## src/rtl/tlp_req_pkg.sv

```systemverilog
package tlp_req_pkg;

  localparam int DW_W    = 32;
  localparam int ADDR_W  = 64;
  localparam int LEN_W   = 10;
  localparam int RID_W   = 16;
  localparam int TAG_W   = 8;
  localparam int BE_W    = 4;
  localparam int HDR_MAX = 4;
  localparam int IDX_W   = $clog2(HDR_MAX);
  localparam int CNT_W   = LEN_W + 1;

  // format codes: bit 1 = carries data, bit 0 = four-dword header
  localparam logic [2:0] FMT_RD3 = 3'b000;
  localparam logic [2:0] FMT_RD4 = 3'b001;
  localparam logic [2:0] FMT_WR3 = 3'b010;
  localparam logic [2:0] FMT_WR4 = 3'b011;
  localparam logic [4:0] TYPE_MEM = 5'b00000;

  typedef enum logic [1:0] {
    SEQ_IDLE = 2'd0,
    SEQ_HDR  = 2'd1,
    SEQ_PAY  = 2'd2
  } seq_state_e;

  typedef struct packed {
    logic              wr;
    logic [ADDR_W-1:0] addr;
    logic [LEN_W-1:0]  len;
    logic [RID_W-1:0]  rid;
    logic [TAG_W-1:0]  tag;
    logic [BE_W-1:0]   fbe;
    logic [BE_W-1:0]   lbe;
  } req_cmd_t;

endpackage

```

## src/rtl/tlp_hdr_pack.sv

```systemverilog
module tlp_hdr_pack
  import tlp_req_pkg::*;
(
  input  req_cmd_t                      cmd,
  output logic [HDR_MAX-1:0][DW_W-1:0]  hdr_dw,
  output logic                          four_dw
);

  localparam int HALF_W = ADDR_W / 2;

  logic [2:0]      fmt;
  logic [BE_W-1:0] lbe_eff;
  logic [DW_W-1:0] addr_lo_dw;

  always_comb begin
    four_dw = |cmd.addr[ADDR_W-1:HALF_W];
    unique case ({cmd.wr, four_dw})
      2'b00:   fmt = FMT_RD3;
      2'b01:   fmt = FMT_RD4;
      2'b10:   fmt = FMT_WR3;
      default: fmt = FMT_WR4;
    endcase
    lbe_eff    = (cmd.len == LEN_W'(1)) ? '0 : cmd.lbe;
    addr_lo_dw = {cmd.addr[HALF_W-1:2], 2'b00};
  end

  always_comb begin
    hdr_dw[0] = {fmt, TYPE_MEM, {(DW_W-8-LEN_W){1'b0}}, cmd.len};
    hdr_dw[1] = {cmd.rid, cmd.tag, lbe_eff, cmd.fbe};
    if (four_dw) begin
      hdr_dw[2] = cmd.addr[ADDR_W-1:HALF_W];
      hdr_dw[3] = addr_lo_dw;
    end else begin
      hdr_dw[2] = addr_lo_dw;
      hdr_dw[3] = '0;
    end
  end

endmodule

```

## src/rtl/tlp_dw_counter.sv

```systemverilog
module tlp_dw_counter #(
  parameter int LEN_BITS = 10,
  localparam int CW      = LEN_BITS + 1
) (
  input  logic                clk,
  input  logic                rst_n,
  input  logic                load,
  input  logic [LEN_BITS-1:0] load_len,
  input  logic                dec,
  output logic                at_one
);

  logic [CW-1:0] cnt_q, cnt_d;

  always_comb begin
    cnt_d = cnt_q;
    if (load) begin
      // a zero length code stands for the largest count
      cnt_d = (load_len == '0) ? CW'(1) << LEN_BITS : {1'b0, load_len};
    end else if (dec && cnt_q != '0) begin
      cnt_d = cnt_q - CW'(1);
    end
  end

  always_ff @(posedge clk or negedge rst_n) begin
    if (!rst_n) cnt_q <= '0;
    else if (load || dec) cnt_q <= cnt_d;
  end

  assign at_one = (cnt_q == CW'(1));


  cnt_range_chk: assert property (@(posedge clk) disable iff (!rst_n)
    cnt_q <= (CW'(1) << LEN_BITS));

endmodule

```

## src/rtl/tlp_mem_req_builder.sv

```systemverilog
module tlp_mem_req_builder
  import tlp_req_pkg::*;
(
  input  logic              clk,
  input  logic              rst_n,
  input  logic              cmd_valid,
  output logic              cmd_ready,
  input  logic              cmd_write,
  input  logic [ADDR_W-1:0] cmd_addr,
  input  logic [LEN_W-1:0]  cmd_len,
  input  logic [RID_W-1:0]  cmd_req_id,
  input  logic [TAG_W-1:0]  cmd_tag,
  input  logic [BE_W-1:0]   cmd_first_be,
  input  logic [BE_W-1:0]   cmd_last_be,
  input  logic              pld_valid,
  output logic              pld_ready,
  input  logic [DW_W-1:0]   pld_data,
  output logic              out_valid,
  input  logic              out_ready,
  output logic [DW_W-1:0]   out_data,
  output logic              out_last
);

  seq_state_e state_q, state_d;
  logic [IDX_W-1:0] idx_q, idx_d;
  req_cmd_t cmd_q, cmd_in;
  logic [HDR_MAX-1:0][DW_W-1:0] hdr_dw;
  logic four_dw;
  logic [IDX_W-1:0] last_idx;
  logic cmd_fire, out_fire, hdr_end, pay_last;

  assign cmd_in = '{wr: cmd_write, addr: cmd_addr, len: cmd_len,
                    rid: cmd_req_id, tag: cmd_tag,
                    fbe: cmd_first_be, lbe: cmd_last_be};

  assign cmd_ready = (state_q == SEQ_IDLE);
  assign cmd_fire  = cmd_valid && cmd_ready;
  assign out_fire  = out_valid && out_ready;

  // command register, enabled on acceptance only
  always_ff @(posedge clk or negedge rst_n) begin
    if (!rst_n) cmd_q <= '0;
    else if (cmd_fire) cmd_q <= cmd_in;
  end

  tlp_hdr_pack u_pack (
    .cmd     (cmd_q),
    .hdr_dw  (hdr_dw),
    .four_dw (four_dw)
  );

  tlp_dw_counter #(.LEN_BITS(LEN_W)) u_cnt (
    .clk      (clk),
    .rst_n    (rst_n),
    .load     (cmd_fire),
    .load_len (cmd_len),
    .dec      (out_fire && state_q == SEQ_PAY),
    .at_one   (pay_last)
  );

  assign last_idx = four_dw ? IDX_W'(HDR_MAX-1) : IDX_W'(HDR_MAX-2);
  assign hdr_end  = (idx_q == last_idx);

  // next state
  always_comb begin
    state_d = state_q;
    idx_d   = idx_q;
    unique case (state_q)
      SEQ_IDLE: if (cmd_fire) begin
        state_d = SEQ_HDR;
        idx_d   = '0;
      end
      SEQ_HDR: if (out_fire) begin
        if (hdr_end) begin
          state_d = cmd_q.wr ? SEQ_PAY : SEQ_IDLE;
          idx_d   = '0;
        end else begin
          idx_d = idx_q + IDX_W'(1);
        end
      end
      SEQ_PAY: if (out_fire && pay_last) state_d = SEQ_IDLE;
      default: state_d = SEQ_IDLE;
    endcase
  end

  always_ff @(posedge clk or negedge rst_n) begin
    if (!rst_n) begin
      state_q <= SEQ_IDLE;
      idx_q   <= '0;
    end else begin
      state_q <= state_d;
      idx_q   <= idx_d;
    end
  end

  // output mux
  always_comb begin
    out_valid = 1'b0;
    out_data  = '0;
    out_last  = 1'b0;
    pld_ready = 1'b0;
    unique case (state_q)
      SEQ_HDR: begin
        out_valid = 1'b1;
        out_data  = hdr_dw[idx_q];
        out_last  = hdr_end && !cmd_q.wr;
      end
      SEQ_PAY: begin
        out_valid = pld_valid;
        out_data  = pld_data;
        out_last  = pay_last;
        pld_ready = out_ready;
      end
      default: ;
    endcase
  end


  cmd_closed_chk: assert property (@(posedge clk) disable iff (!rst_n)
    cmd_valid && cmd_ready |=> !cmd_ready);


  cmd_reopen_chk: assert property (@(posedge clk) disable iff (!rst_n)
    out_valid && out_ready && out_last |=> cmd_ready);


  hdr_hold_chk: assert property (@(posedge clk) disable iff (!rst_n)
    state_q == SEQ_HDR && !out_ready |=>
      out_valid && $stable(out_data) && $stable(out_last));


  pld_gate_chk: assert property (@(posedge clk) disable iff (!rst_n)
    pld_ready |-> out_ready && cmd_q.wr && !cmd_ready);


  single_lbe_chk: assert property (@(posedge clk) disable iff (!rst_n)
    state_q == SEQ_HDR && idx_q == IDX_W'(1) && cmd_q.len == LEN_W'(1)
      |-> out_data[7:4] == 4'b0000);


  addr_low_chk: assert property (@(posedge clk) disable iff (!rst_n)
    state_q == SEQ_HDR && hdr_end |-> out_data[1:0] == 2'b00);

endmodule

```

## config.mk

```make
export PLATFORM = sky130hd
export DESIGN_NAME = tlp_mem_req_builder
export DESIGN_NICKNAME = d
export VERILOG_FILES = /design/src/rtl/tlp_req_pkg.sv /design/src/rtl/tlp_hdr_pack.sv /design/src/rtl/tlp_dw_counter.sv /design/src/rtl/tlp_mem_req_builder.sv
export SDC_FILE = /design/constraint.sdc
export NUM_CORES = 1
export LEC_CHECK = 0
export ABC_AREA = 1
export BUFFER_PORTS_ARGS = -buffer_cell sky130_fd_sc_hd__buf_4
export CORE_UTILIZATION = 35
export CTS_CLUSTER_SIZE = 16
export DETAILED_ROUTE_END_ITERATION = 10
export GPL_TIMING_DRIVEN = 0
export PLACE_DENSITY_LB_ADDON = 0.3
export SLEW_MARGIN = 25
export SYNTH_ARGS = -nofsm -noshare
export SYNTH_HDL_FRONTEND = slang
export SYNTH_SLANG_ARGS = --single-unit
```

## constraint.sdc

```tcl
create_clock -name clk -period 2.2 [get_ports clk]
set_input_delay 0.22 -clock clk [delete_from_list [all_inputs] [get_ports clk]]
set_output_delay 0.22 -clock clk [all_outputs]
set_load 0.01 [all_outputs]
```

# After elaboration in Yosys (flattened, before gate mapping)
# Cells that the tools add are included.
# word_totals
regBits	122
out_inout_bits	36
# op_classes
add_sub_neg	2
order_cmp	1
n_eq_ne	11
mux	23
n_reduce_logical	18
# ops
cell	n
32-bit binary-select mux with 2-bit select	1
64-bit 2-to-1 mux	1
32-bit case mux with 2 select lines	1
11-bit 2-to-1 mux	3
32-bit 2-to-1 mux	1
32-bit OR reduction	1
2-bit 2-to-1 mux	8
2-bit case mux with 3 select lines	2
11-bit by 1-bit == test with 1-bit output, second input constant	1
11-bit nonzero test	1
11-bit by 1-bit subtractor with 11-bit output, second input constant	1
10-bit by 1-bit == test with 1-bit output, second input constant	1
10-bit logical NOT	1
1-bit logical AND	6
2-bit by 1-bit == test with 1-bit output, second input constant	2
2-bit == test, second input constant	2
2-bit logical NOT	2
4-bit 2-to-1 mux	1
2-bit by 1-bit inequality test with 1-bit output, second input constant	2
2-bit inequality test, second input constant	2
1-bit case mux with 2 select lines	2
2-bit case mux with 2 select lines	1
4-bit AND reduction	1
2-bit nonzero test	2
other kinds (8)	9

# Depth between registers and ports, before layout
# Gate-level depths: netlist of run 1.
# logic_depth
word_depth	7
mapped_depth	13
depth_no_buf	12

# Modules after synthesis
# From an unflattened synthesis of run 1, not the netlist that was laid out.
# unflattened
hier_cells	1257
hier_area_um2	8042.7
# by_module_without_submodules
mod	n_inst	cells_each	area_each_um2	seq_area_each_um2
tlp_mem_req_builder	1	859	5908.2	2777.7
tlp_hdr_pack	1	269	1278.7	0.0
tlp_dw_counter	1	129	855.8	275.3

# Worst setup path before layout of run 1
# OpenSTA, ideal clock, no wires.
# synth_path
kind	register to output
start	register cmd_q[97] (netlist bit)
end	output port out_data[4]
t_arrival_ns	1.527
required_time_ns	1.980
path_slack_ns	0.453
path_stages_with_launch	12
path_buffers	1
cell_sequence	dfrtp_1 > nor2_1 > nand2_1 > nor2_1 > nand2_2 > o21ai_4 > and2_4 > buf_8 > nand2_2 > nand3_2 > nand2_1 > a21oi_2
# synth_between
elab_chain_len	5
# synth_lines
element	line	rtl
start: declaration	tlp_mem_req_builder.sv:26	req_cmd_t cmd_q, cmd_in;
start signal: assignment	tlp_mem_req_builder.sv:43	else if (cmd_fire) cmd_q <= cmd_in;
32-bit OR reduction	tlp_hdr_pack.sv:16	four_dw = |cmd.addr[ADDR_W-1:HALF_W];
64-bit 2-to-1 mux	tlp_hdr_pack.sv:30	if (four_dw) begin
32-bit binary-select mux with 2-bit select	tlp_mem_req_builder.sv:105	out_data = hdr_dw[idx_q];
32-bit 2-to-1 mux (not written as such)	tlp_mem_req_builder.sv:105	
32-bit case mux with 2 select lines	tlp_mem_req_builder.sv:102	unique case (state_q)
end: declaration	tlp_mem_req_builder.sv:20	output logic [DW_W-1:0] out_data,
# Every way passes these cells. The select of a mux whose other input is x is not followed.

# Worst setup path after layout of run 1
# layout_path
start	register cmd_q[87] (netlist bit)
end	output port out_data[11]
# The elaborated chain is that of the path after synthesis.

==> results of run 1 <==
==> registers in the layout (all words and copies together) (netlist names) <==
| register | cells |
|---|---|
| cmd_q | 105 |
| idx_q | 2 |
| state_q | 2 |
| u_cnt.cnt_q | 11 |
==> critical path, delay by kind of cell, from the launching register on <==
| kind | cells | cell delay [ns] |
|---|---|---|
| compound gates | 2 | 0.40 |
| flops | 1 | 0.40 |
| simple gates | 7 | 0.83 |
| buf+inv | 2 | 0.33 |
==> cell type report <==
| type | count | area [um^2] | share of cell area (%) |
|---|---|---|---|
| tap | 229 | 287 | 2.89 |
| inverter | 41 | 154 | 1.55 |
| clock buffer | 20 | 457 | 4.61 |
| multi-input combinational | 703 | 3430 | 34.6 |
| buffer | 54 | 272 | 2.74 |
| sequential | 120 | 3000 | 30.3 |
| clock inverter | 12 | 198 | 2.00 |
| timing repair buffer | 254 | 2100 | 21.2 |
==> power groups by stage <==
stage | combinational, uW | sequential, uW | clock [uW]
after detailed placement | 5700 | 4050 | 0
after global placement | 5610 | 4030 | 0
after CTS | 6390 | 4020 | 3120
final | 6700 | 4050 | 3100
after global routing | 7430 | 4150 | 3220
after floorplan | 3750 | 3770 | 0
==> metrics by stage <==
step           cell area (um^2)  util [%]
6_report                   9900      54.7
4_1_cts                    9720      53.8
3_5_place_dp               8160      45.1
3_3_place_gp               8120      44.9
2_1_floorplan              6510         -
5_1_grt                    9900      54.7
==> worst paths after layout <==
path	from	end	slack [ns]	cells after the start
max	cmd_q[87]	out_data[11]	-0.40	11
min in group asynchronous	rst_n	cmd_q[47]	0.27	2
min reg2reg	cmd_q[65]	cmd_q[65]	0.48	2
min	cmd_addr[10]	cmd_q[52]	0.002	3
max in group asynchronous	rst_n	cmd_q[11]	1.22	3
max reg2reg	state_q[1]	u_cnt.cnt_q[9]	0.20	10
==> timing repair <==
| action | 4_1_cts | 5_1_grt |
|---|---|---|
| pin swaps | 7 | 10 |
| hold buffers | 56 | 2 |
| cloned | 1 | 0 |
| endpoints found under the setup margin | 43 | 116 |
| hold endpoints to repair | 95 | 2 |
| gates resized for setup | 71 | 33 |
| buffers inserted | 10 | 8 |
==> placed cells by master, fill, tap and decap left out, drive strengths merged, types with 2 or more instances in the layout <==
master / n
a21oi: 48
a31oi: 3
buf: 211
bufinv: 5
clkbuf: 59
clkinv: 2
clkinvlp: 5
dfrtp: 120
dlygate4sd3: 58
ha: 6
inv: 41
nand2: 473
nand3: 67
nand4: 7
nor2: 44
nor4: 3
o211ai: 2
o21ai: 34
o221ai: 3
o31ai: 3
xor2: 3
==> logic make-up after synthesis <==
| group | share of synthesized area, % |
|---|---|
| AOI/OAI and AO/OA | 8.48 |
| xor gates and xnor gates | 0.539 |
| adders and majority gates | 1.15 |
| buffers and inverters | 5.96 |
| DFF | 46.2 |
| and+or+nand+nor | 37.7 |
==> per-layer routing <==
metal	wire [um]	global-route usage, %	up-vias
met2	11000	40.9	280
met4	506	8.40	0
li1	-	-	3448
met3	1860	6.75	37
met5	0	0	-
met1	10100	32.7	3317
==> out/metrics.cfg, run 1 <==
[sta]
hold_slack_ns = 0.00209
setup_slack_ns = -0.404
slew_violations = 0
finalSetupViolations = 33
maxSlewHeadroom_pct = 53.2
finalCritPeriodShare_pct = 118
tightest_slew_ns = 0.702
hold_viol = 0
fin_setup_tns_ns = -11.57
finClkSkew_ns = 0.00810
fin_crit_ns = 2.60
fmax_mhz = 384
rsz0062_at_grt = yes

[pwr]
power.total_uw = 13900
switchingPower_uw = 6070
peakVddDrop_uv = 791
swShare_pct = 43.8
powerDensity_nw_per_um2 = 1400
seqPwrFrac_pct = 29.2
combinationalPowerShare_pct = 48.4
intPower_uw = 7780
p_clk_share_pct = 22.4
p_leak_uw = 0.00492

[logic_synthesis]
synth.area.top_cells = dfrtp_1 (46%), nand2_1 (27%), nand3_1 (4.5%)
postSynthCellCount = 918
ys_ff_latch = 120
synth_top_area_share_pct = 46.2
synth_nets = 1068
yosysWarnings = 0
synthFlopType = dfrtp_1
avgSynthCellArea_um2 = 7.09
synth.most_common_cell = nand2_1
synth.cell_area_um2 = 6510
synth_edf_count = 0
yosys-top-cells-count = nand2_1 (463), dfrtp_1 (120), nand3_1 (58)
yosysTopAreaCell = dfrtp_1
synthArstFlopShare_pct = 100
synth_cell_types = 34
seq_area_frac_synth_pct = 46.2

[finish]
instances_no_fill = 1433
antenna_cells = 0
layout-drive-gt1-share_pct = 29.9
area_growth_syn_to_layout_pct = 52.2
fillers = 1777
finalNetCount = 1341

[clock_tree]
cts_tree = yes
clk_pin_slew_ns = 0.06
clockRootBuffer = clkbuf_16
cts_buffers = 17
clk_path_buf_depth = 2
insertion_delay_ns = 0.43
cts.sinks = 120
htree_levels = 4

[drt]
dr.pass1.iters = 8
finalWirelength_um = 23500
wire_per_inst_um = 16.4
drt_iter0_markers = 551
via_count = 7082
via_per_inst = 4.94
drc = 24
ant_nets = 0

[flow_run]
cap_violations = 0

[place]
dp_cells = 1325
dp_hpwl_um = 17400
detailedPlace.worstSlack_ns = -0.124
io_buffers = 177
gp_congestion = 0.913

[worst_setup_path]
worstSetupStartpointType = flip-flop
cp_slowest_cell = dfrtp_1
path_class = flip-flop to output port
crit_required_ns = 1.98
crit_top_cell = nand3_1
worstPathMaxFanout = 10
crit_arrival_ns = 2.38
cpPeakStageDelay_ns = 0.40
end_kind = output port
crit_path_cell_trace = nor2_1, nand2_2, nor2_4, nand2_4, o21ai_4, buf_6, nand3_1, nand3_1, nand3_2, a21oi_1, buf_4

[floorplan]
die_h_um = 138
fp.dieArea_um2 = 19100
start_util_pct = 36.0
num_rows = 49
die_w_um = 138
ioPinCount = 180
coreArea_um2 = 18100

[global_route]
antenna_found_initial = 0
track_usage_pct = 25.3
grt_max_degree = 81
grt_pass1_vias = 7036
overflow = 0
grt_first_pass_wirelength_um = 36900

[min_path]
min_path_type = primary input to flip-flop

[run_status]
status = finished, violations left
violations = design-rule violations, negative setup slack

(Power assumes the default switching activity.)
==> run 2: changes to the inputs <==
--- a/config.mk
+++ b/config.mk
@@ -12,6 +12,7 @@
 export DETAILED_ROUTE_END_ITERATION = 10
 export GPL_TIMING_DRIVEN = 0
 export PLACE_DENSITY_LB_ADDON = 0.3
+export RECOVER_POWER = 100
 export SLEW_MARGIN = 25
 export SYNTH_ARGS = -nofsm -noshare
 export SYNTH_HDL_FRONTEND = slang
==> run 2 against run 1 <==
Against the previous run: the run still ends with design-rule violations, negative setup slack left; via count about the same; sequential power about the same; sequential share of layout area up 0.12 points; fmax down 0.95%; combinational power about the same; critical endpoint unchanged; core utilization down 0.22 points; cell area down 0.40%; count of clock-buffer cells in the layout unchanged; global-route usage unchanged; flip-flop and latch count unchanged; cell count unchanged; critical path depth unchanged.
==> out/metrics.cfg, run 2 (synthesis gave the netlist of run 1 again) <==
[run_status]
status = finished, violations left  ; unchanged
violations = design-rule violations, negative setup slack  ; unchanged

[finish]
finalNetCount = 1341  ; unchanged
instances_no_fill = 1433  ; unchanged
layout_common_cells = nand2_1 (442), buf_4 (193), dfrtp_1 (120), dlygate4sd3_1 (58), inv_1 (40)  ; was nand2_1 (442), buf_4 (195), dfrtp_1 (120), dlygate4sd3_1 (58), inv_1 (40)
antenna_cells = 0  ; unchanged
layout-drive-gt1-share_pct = 29.6  ; was 29.9%
largest_register_ffs = 105  ; unchanged
layout_commonest_cell = nand2_1  ; unchanged
area_growth_syn_to_layout_pct = 51.6  ; was 52.2%
reg_top3 = cmd_q (105), u_cnt.cnt_q (11)  ; unchanged
largest-register = cmd_q  ; unchanged

[worst_setup_path]
cpPeakStageDelay_ns = 0.40  ; about the same
end_kind = output port  ; unchanged
worstPathMaxFanout = 10  ; unchanged
cp_slowest_cell = dfrtp_1  ; unchanged
worstSetupStartpointType = flip-flop  ; unchanged
crit_required_ns = 1.98  ; about the same
crit_arrival_ns = 2.41  ; was 2.38 ns
crit_path_cell_trace = nor2_1, nand2_2, nor2_4, nand2_4, o21ai_4, buf_6, nand3_1, nand3_1, nand3_2, a21oi_1, buf_4  ; unchanged
crit_top_cell = nand3_1  ; unchanged
path_class = flip-flop to output port  ; unchanged

[pwr]
powerDensity_nw_per_um2 = 1400  ; about the same
p_leak_uw = 0.00490  ; was 0.00492 uW
peakVddDrop_uv = 795  ; was 791 uV

[drt]
ant_nets = 0  ; unchanged
via_per_inst = 4.95  ; was 4.94
dr.pass1.iters = 8  ; unchanged
via_count = 7087  ; was 7,082
finalWirelength_um = 23600  ; was 23,500 um
wire_per_inst_um = 16.5  ; was 16.4 um
drc = 24  ; unchanged
drt_iter0_markers = 553  ; was 551

[clock_tree]
htree_levels = 4  ; unchanged
clockRootBuffer = clkbuf_16  ; unchanged
clk_path_buf_depth = 2  ; unchanged
clk_pin_slew_ns = 0.06  ; about the same
insertion_delay_ns = 0.42  ; was 0.43 ns
cts_tree = yes  ; unchanged
cts_buffers = 17  ; unchanged
cts.sinks = 120  ; unchanged

[floorplan]
fp.dieArea_um2 = 19100  ; unchanged
die_h_um = 138  ; unchanged
num_rows = 49  ; unchanged
coreArea_um2 = 18100  ; unchanged
die_w_um = 138  ; unchanged
ioPinCount = 180  ; unchanged
start_util_pct = 36.0  ; unchanged

[sta]
slew_violations = 0  ; unchanged
rsz0062_at_grt = yes  ; unchanged
finalSetupViolations = 44  ; was 33
tightest_slew_ns = 1.11  ; was 0.702 ns
fin_crit_ns = 2.63  ; was 2.60 ns
finClkSkew_ns = 0.00792  ; was 0.00810 ns
fin_setup_tns_ns = -11.71  ; was -11.57 ns
maxSlewHeadroom_pct = 25.9  ; was 53.2%
setup_slack_ns = -0.429  ; was -0.404 ns
fmax_mhz = 380  ; was 384 MHz
hold_viol = 0  ; unchanged
finalCritPeriodShare_pct = 119  ; was 118%

[min_path]
min_path_type = primary input to flip-flop  ; unchanged

[place]
dp_cells = 1325  ; unchanged
gp_congestion = 0.913  ; unchanged
io_buffers = 177  ; unchanged
dp_hpwl_um = 17400  ; unchanged

[global_route]
grt_first_pass_wirelength_um = 36900  ; unchanged
antenna_found_initial = 0  ; unchanged
use_met1_pct = 32.7  ; unchanged
grt_use_met3_pct = 6.75  ; unchanged
grtUsageMet2_pct = 40.9  ; unchanged
track_usage_pct = 25.3  ; unchanged
grt_pass1_vias = 7036  ; unchanged
grt_most_used_layer = met2  ; unchanged
overflow = 0  ; unchanged
grt_max_degree = 81  ; unchanged

[flow_run]
cap_violations = 0  ; unchanged

## run 2: critical path: cells and delay by family, from the launching register on
family,cells,cell delay [ns]
flops,1,0.40
compound gates,2,0.41
simple gates,7,0.85
buf+inv,2,0.34
## run 2: layer usage
metal / vias to the layer above / routed length (um) / share of wire, %
met4: 0 / 496 / 2.1
li1: 3452 / - / -
met5: - / 0 / 0
met3: 33 / 1820 / 7.7
met1: 3321 / 10200 / 43
met2: 281 / 11000 / 47
## run 2: timing repair
| item | 4_1_cts | 5_1_grt |
|---|---|---|
| endpoints found under the setup margin | 43 | 116 |
| setup buffers | 10 | 8 |
| hold buffers | 56 | 2 |
| gates resized for setup | 71 | 33 |
| cloned | 1 | 0 |
| endpoints found under the hold margin | 95 | 2 |
| pin swaps | 7 | 10 |
## run 2: layout make-up
cell class | count | area [um^2]
fill | 1783 | 8230
multi-input combinational | 703 | 3430
sequential | 120 | 3000
timing repair buffer | 254 | 2070
clock buffer | 20 | 457
tap | 229 | 287
buffer | 54 | 268
clock inverter | 12 | 198
inverter | 41 | 154
## run 2: through the flow
| step | utilization (%) | power, uW | instance area [um^2] | hold slack, ns | setup WS (ns) |
|---|---|---|---|---|---|
| floorplan | - | 7530 | 6510 | -0.0756 | 0.453 |
| global placement | 44.9 | 9640 | 8120 | 0.415 | -0.0703 |
| detailed placement | 45.1 | 9760 | 8160 | 0.132 | -0.124 |
| CTS | 53.8 | 13500 | 9720 | 0.000300 | -0.347 |
| global route | 54.5 | 14800 | 9860 | 0.00403 | -0.523 |
| finish | 54.5 | 13800 | 9860 | 0.00311 | -0.429 |
## run 2: worst paths after layout
| path | slack (ns) | depth (start not counted) | startpoint | to |
|---|---|---|---|---|
| max in group asynchronous | 0.35 | 3 | rst_n | cmd_q[23] |
| min | 0.003 | 3 | cmd_addr[10] | cmd_q[52] |
| min reg2reg | 0.48 | 2 | cmd_q[68] | cmd_q[68] |
| min in group asynchronous | 0.55 | 2 | rst_n | cmd_q[47] |
| max reg2reg | -0.04 | 8 | state_q[0] | cmd_q[20] |
| max | -0.43 | 11 | cmd_q[87] | out_data[11] |
## run 2: where the power goes
group          total (uW)  internal, uW  switching (uW)
registers            4050          3270             776
logic                6680          2410            4270
clock network        3100          2060            1030
total               13800          7750            6080
==> run 3: changes to the inputs <==
--- a/config.mk
+++ b/config.mk
@@ -13,6 +13,7 @@
 export GPL_TIMING_DRIVEN = 0
 export PLACE_DENSITY_LB_ADDON = 0.3
 export RECOVER_POWER = 100
+export SETUP_SLACK_MARGIN = 0.15
 export SLEW_MARGIN = 25
 export SYNTH_ARGS = -nofsm -noshare
 export SYNTH_HDL_FRONTEND = slang
==> run 3 against run 2 <==
Against the previous run: the run still ends with design-rule violations, negative setup slack left; fmax up 1.5%; die area unchanged; cell area up 0.25%; total power rose by 0.16%; count of clock-buffer cells in the layout did not move; via count grew 0.40%; critical path type unchanged; critical endpoint unchanged; largest cell class unchanged.
==> out/metrics.cfg, run 3 (synthesis gave the netlist of run 1 again) <==
[min_path]
hp-start = cmd_first_be[1]  ; was cmd_addr[10]
min_path_type = primary input to flip-flop  ; unchanged

[finish]
layout_commonest_cell = nand2_1  ; unchanged
finalNetCount = 1341  ; unchanged
layout-drive-gt1-share_pct = 30.1  ; was 29.6%
largest-register = cmd_q  ; unchanged
largest_register_ffs = 105  ; unchanged
reg_top3 = cmd_q (105), u_cnt.cnt_q (11)  ; unchanged
area_growth_syn_to_layout_pct = 51.9  ; was 51.6%
antenna_cells = 0  ; unchanged
layout_common_cells = nand2_1 (444), buf_4 (193), dfrtp_1 (120), dlygate4sd3_1 (58), inv_1 (40)  ; was nand2_1 (442), buf_4 (193), dfrtp_1 (120), dlygate4sd3_1 (58), inv_1 (40)

[sta]
tightest_slew_ns = 1.10  ; was 1.11 ns
hold_slack_ns = 0.00439  ; was 0.00311 ns
fmax_mhz = 386  ; was 380 MHz
finalCritPeriodShare_pct = 118  ; was 119%
fin_crit_ns = 2.59  ; was 2.63 ns
maxSlewHeadroom_pct = 26.4  ; was 25.9%
rsz0062_at_grt = yes  ; unchanged
slew_violations = 0  ; unchanged
setup_slack_ns = -0.390  ; was -0.429 ns
finalSetupViolations = 44  ; unchanged
finClkSkew_ns = 0.00739  ; was 0.00792 ns
hold_viol = 0  ; unchanged

[drt]
via_count = 7115  ; was 7,087
wire_per_inst_um = 16.4  ; was 16.5 um
drc = 24  ; unchanged
dr.pass1.iters = 8  ; unchanged
via_per_inst = 4.97  ; was 4.95
drt_iter0_markers = 524  ; was 553
ant_nets = 0  ; unchanged
finalWirelength_um = 23600  ; about the same

[floorplan]
num_rows = 49  ; unchanged
fp.dieArea_um2 = 19100  ; unchanged
start_util_pct = 36.0  ; unchanged
die_h_um = 138  ; unchanged
ioPinCount = 180  ; unchanged
coreArea_um2 = 18100  ; unchanged
die_w_um = 138  ; unchanged

[clock_tree]
cts_buffers = 17  ; unchanged
clk_path_buf_depth = 2  ; unchanged
htree_levels = 4  ; unchanged
insertion_delay_ns = 0.42  ; about the same
cts_tree = yes  ; unchanged
cts.sinks = 120  ; unchanged
clockRootBuffer = clkbuf_16  ; unchanged
clk_pin_slew_ns = 0.06  ; about the same

[pwr]
powerDensity_nw_per_um2 = 1400  ; about the same
p_leak_uw = 0.00494  ; was 0.00490 uW
peakVddDrop_uv = 803  ; was 795 uV

[place]
gp_congestion = 0.913  ; unchanged
dp_hpwl_um = 17400  ; unchanged
detailedPlace.worstSlack_ns = -0.124  ; unchanged
io_buffers = 177  ; unchanged

[flow_run]
cap_violations = 0  ; unchanged

[worst_setup_path]
worstSetupStartpointType = flip-flop  ; unchanged
cpPeakStageDelay_ns = 0.40  ; about the same
crit_top_cell = nand3_1  ; unchanged
crit_arrival_ns = 2.37  ; was 2.41 ns
rr_startpoint = state_q[0]  ; unchanged
cp_slowest_cell = dfrtp_1  ; unchanged
crit_path_cell_trace = nor2_1, nand2_2, nor2_4, nand2_4, o21ai_4, buf_6, nand3_1, nand3_1, nand3_2, a21oi_1, buf_4  ; unchanged
startpoint = cmd_q[87]  ; unchanged
end_kind = output port  ; unchanged
path_class = flip-flop to output port  ; unchanged
crit_required_ns = 1.98  ; about the same
worstPathMaxFanout = 10  ; unchanged

[global_route]
grt_max_degree = 81  ; unchanged
track_usage_pct = 25.3  ; about the same
grt_first_pass_wirelength_um = 36900  ; about the same
antenna_found_initial = 0  ; unchanged
grt_pass1_vias = 7032  ; was 7,036
overflow = 0  ; unchanged

[run_status]
status = finished, violations left  ; unchanged
violations = design-rule violations, negative setup slack  ; unchanged

run 3: changes by cell type in the layout (fill, tap and decap cells not counted):
cell / previous run / this run
nand3_4: 1 / 2
o22ai_2: 0 / 1
a21oi_1: 19 / 20
o22ai_1: 1 / 0
buf_6: 5 / 6
nand2_2: 29 / 26
clkbuf_2: 11 / 19
nand3_2: 35 / 34
buf_2: 3 / 4
clkbuf_4: 1 / 0
nand2_4: 2 / 3
clkbuf_1: 33 / 24
a21oi_2: 29 / 28
nand2_1: 442 / 444
run 3: power breakdown:
| part | internal [uW] | switching (uW) |
|---|---|---|
| logic | 2440 | 4260 |
| registers | 3270 | 772 |
| clock network | 2060 | 1040 |
run 3: layout make-up:
| class | instances | area, um^2 |
|---|---|---|
| Tap cell | 229 | 287 |
| Inverter | 41 | 154 |
| Clock buffer | 20 | 457 |
| Timing Repair Buffer | 254 | 2070 |
| Multi-Input combinational cell | 703 | 3440 |
| Buffer | 54 | 283 |
| Fill cell | 1773 | 8200 |
| Clock inverter | 12 | 198 |
| Sequential cell | 120 | 3000 |
run 3: per-layer routing:
layer / up-vias / share of wire, % / GRT usage (%)
li1: 3453 / - / -
met1: 3331 / 43 / 32.7
met2: 285 / 47 / 40.9
met3: 46 / 8.0 / 6.75
met4: 0 / 2.3 / 8.40
met5: - / 0 / 0
run 3: path summary, 6_finish.rpt:
check                      cells past startpoint  slack, ns           end
hold / removal                                 3      0.004      cmd_q[5]
setup / recovery                              11      -0.39  out_data[11]
hold reg to reg                                2       0.48     cmd_q[64]
max in group asynchronous                      3       0.35     cmd_q[11]
min in group asynchronous                      2       0.54     cmd_q[47]
setup reg to reg                               8      -0.06     cmd_q[20]
run 3: metrics by stage:
stage | instances | power (uW) | setup TNS [ns] | cell area [um^2] | utilization [%]
after floorplan | 918 | 7530 | 0 | 6510 | -
after global placement | 1324 | 9640 | -0.657 | 8120 | 44.9
after detailed placement | 1325 | 9760 | -1.11 | 8160 | 45.1
after CTS | 1424 | 13500 | -9.99 | 9740 | 53.8
after global routing | 1433 | 14800 | -20.44 | 9890 | 54.7
final | 1433 | 13800 | -11.39 | 9890 | 54.7
run 3: worst max-delay path, delay by kind of cell, from the launching register on:
| kind | cells | cell delay [ns] |
|---|---|---|
| AOI/OAI and AO/OA | 2 | 0.40 |
| DFF | 1 | 0.40 |
| and+or+nand+nor | 7 | 0.81 |
| buffers and inverters | 2 | 0.33 |
run 3: timing repair:
action / 4_1_cts / 5_1_grt
endpoints found under the setup margin: 101 / 80
hold buffers: 56 / 2
cloned: 1 / 0
pin swaps: 7 / 8
hold endpoints to repair: 95 / 2
buffers inserted: 10 / 7
gates resized for setup: 76 / 49
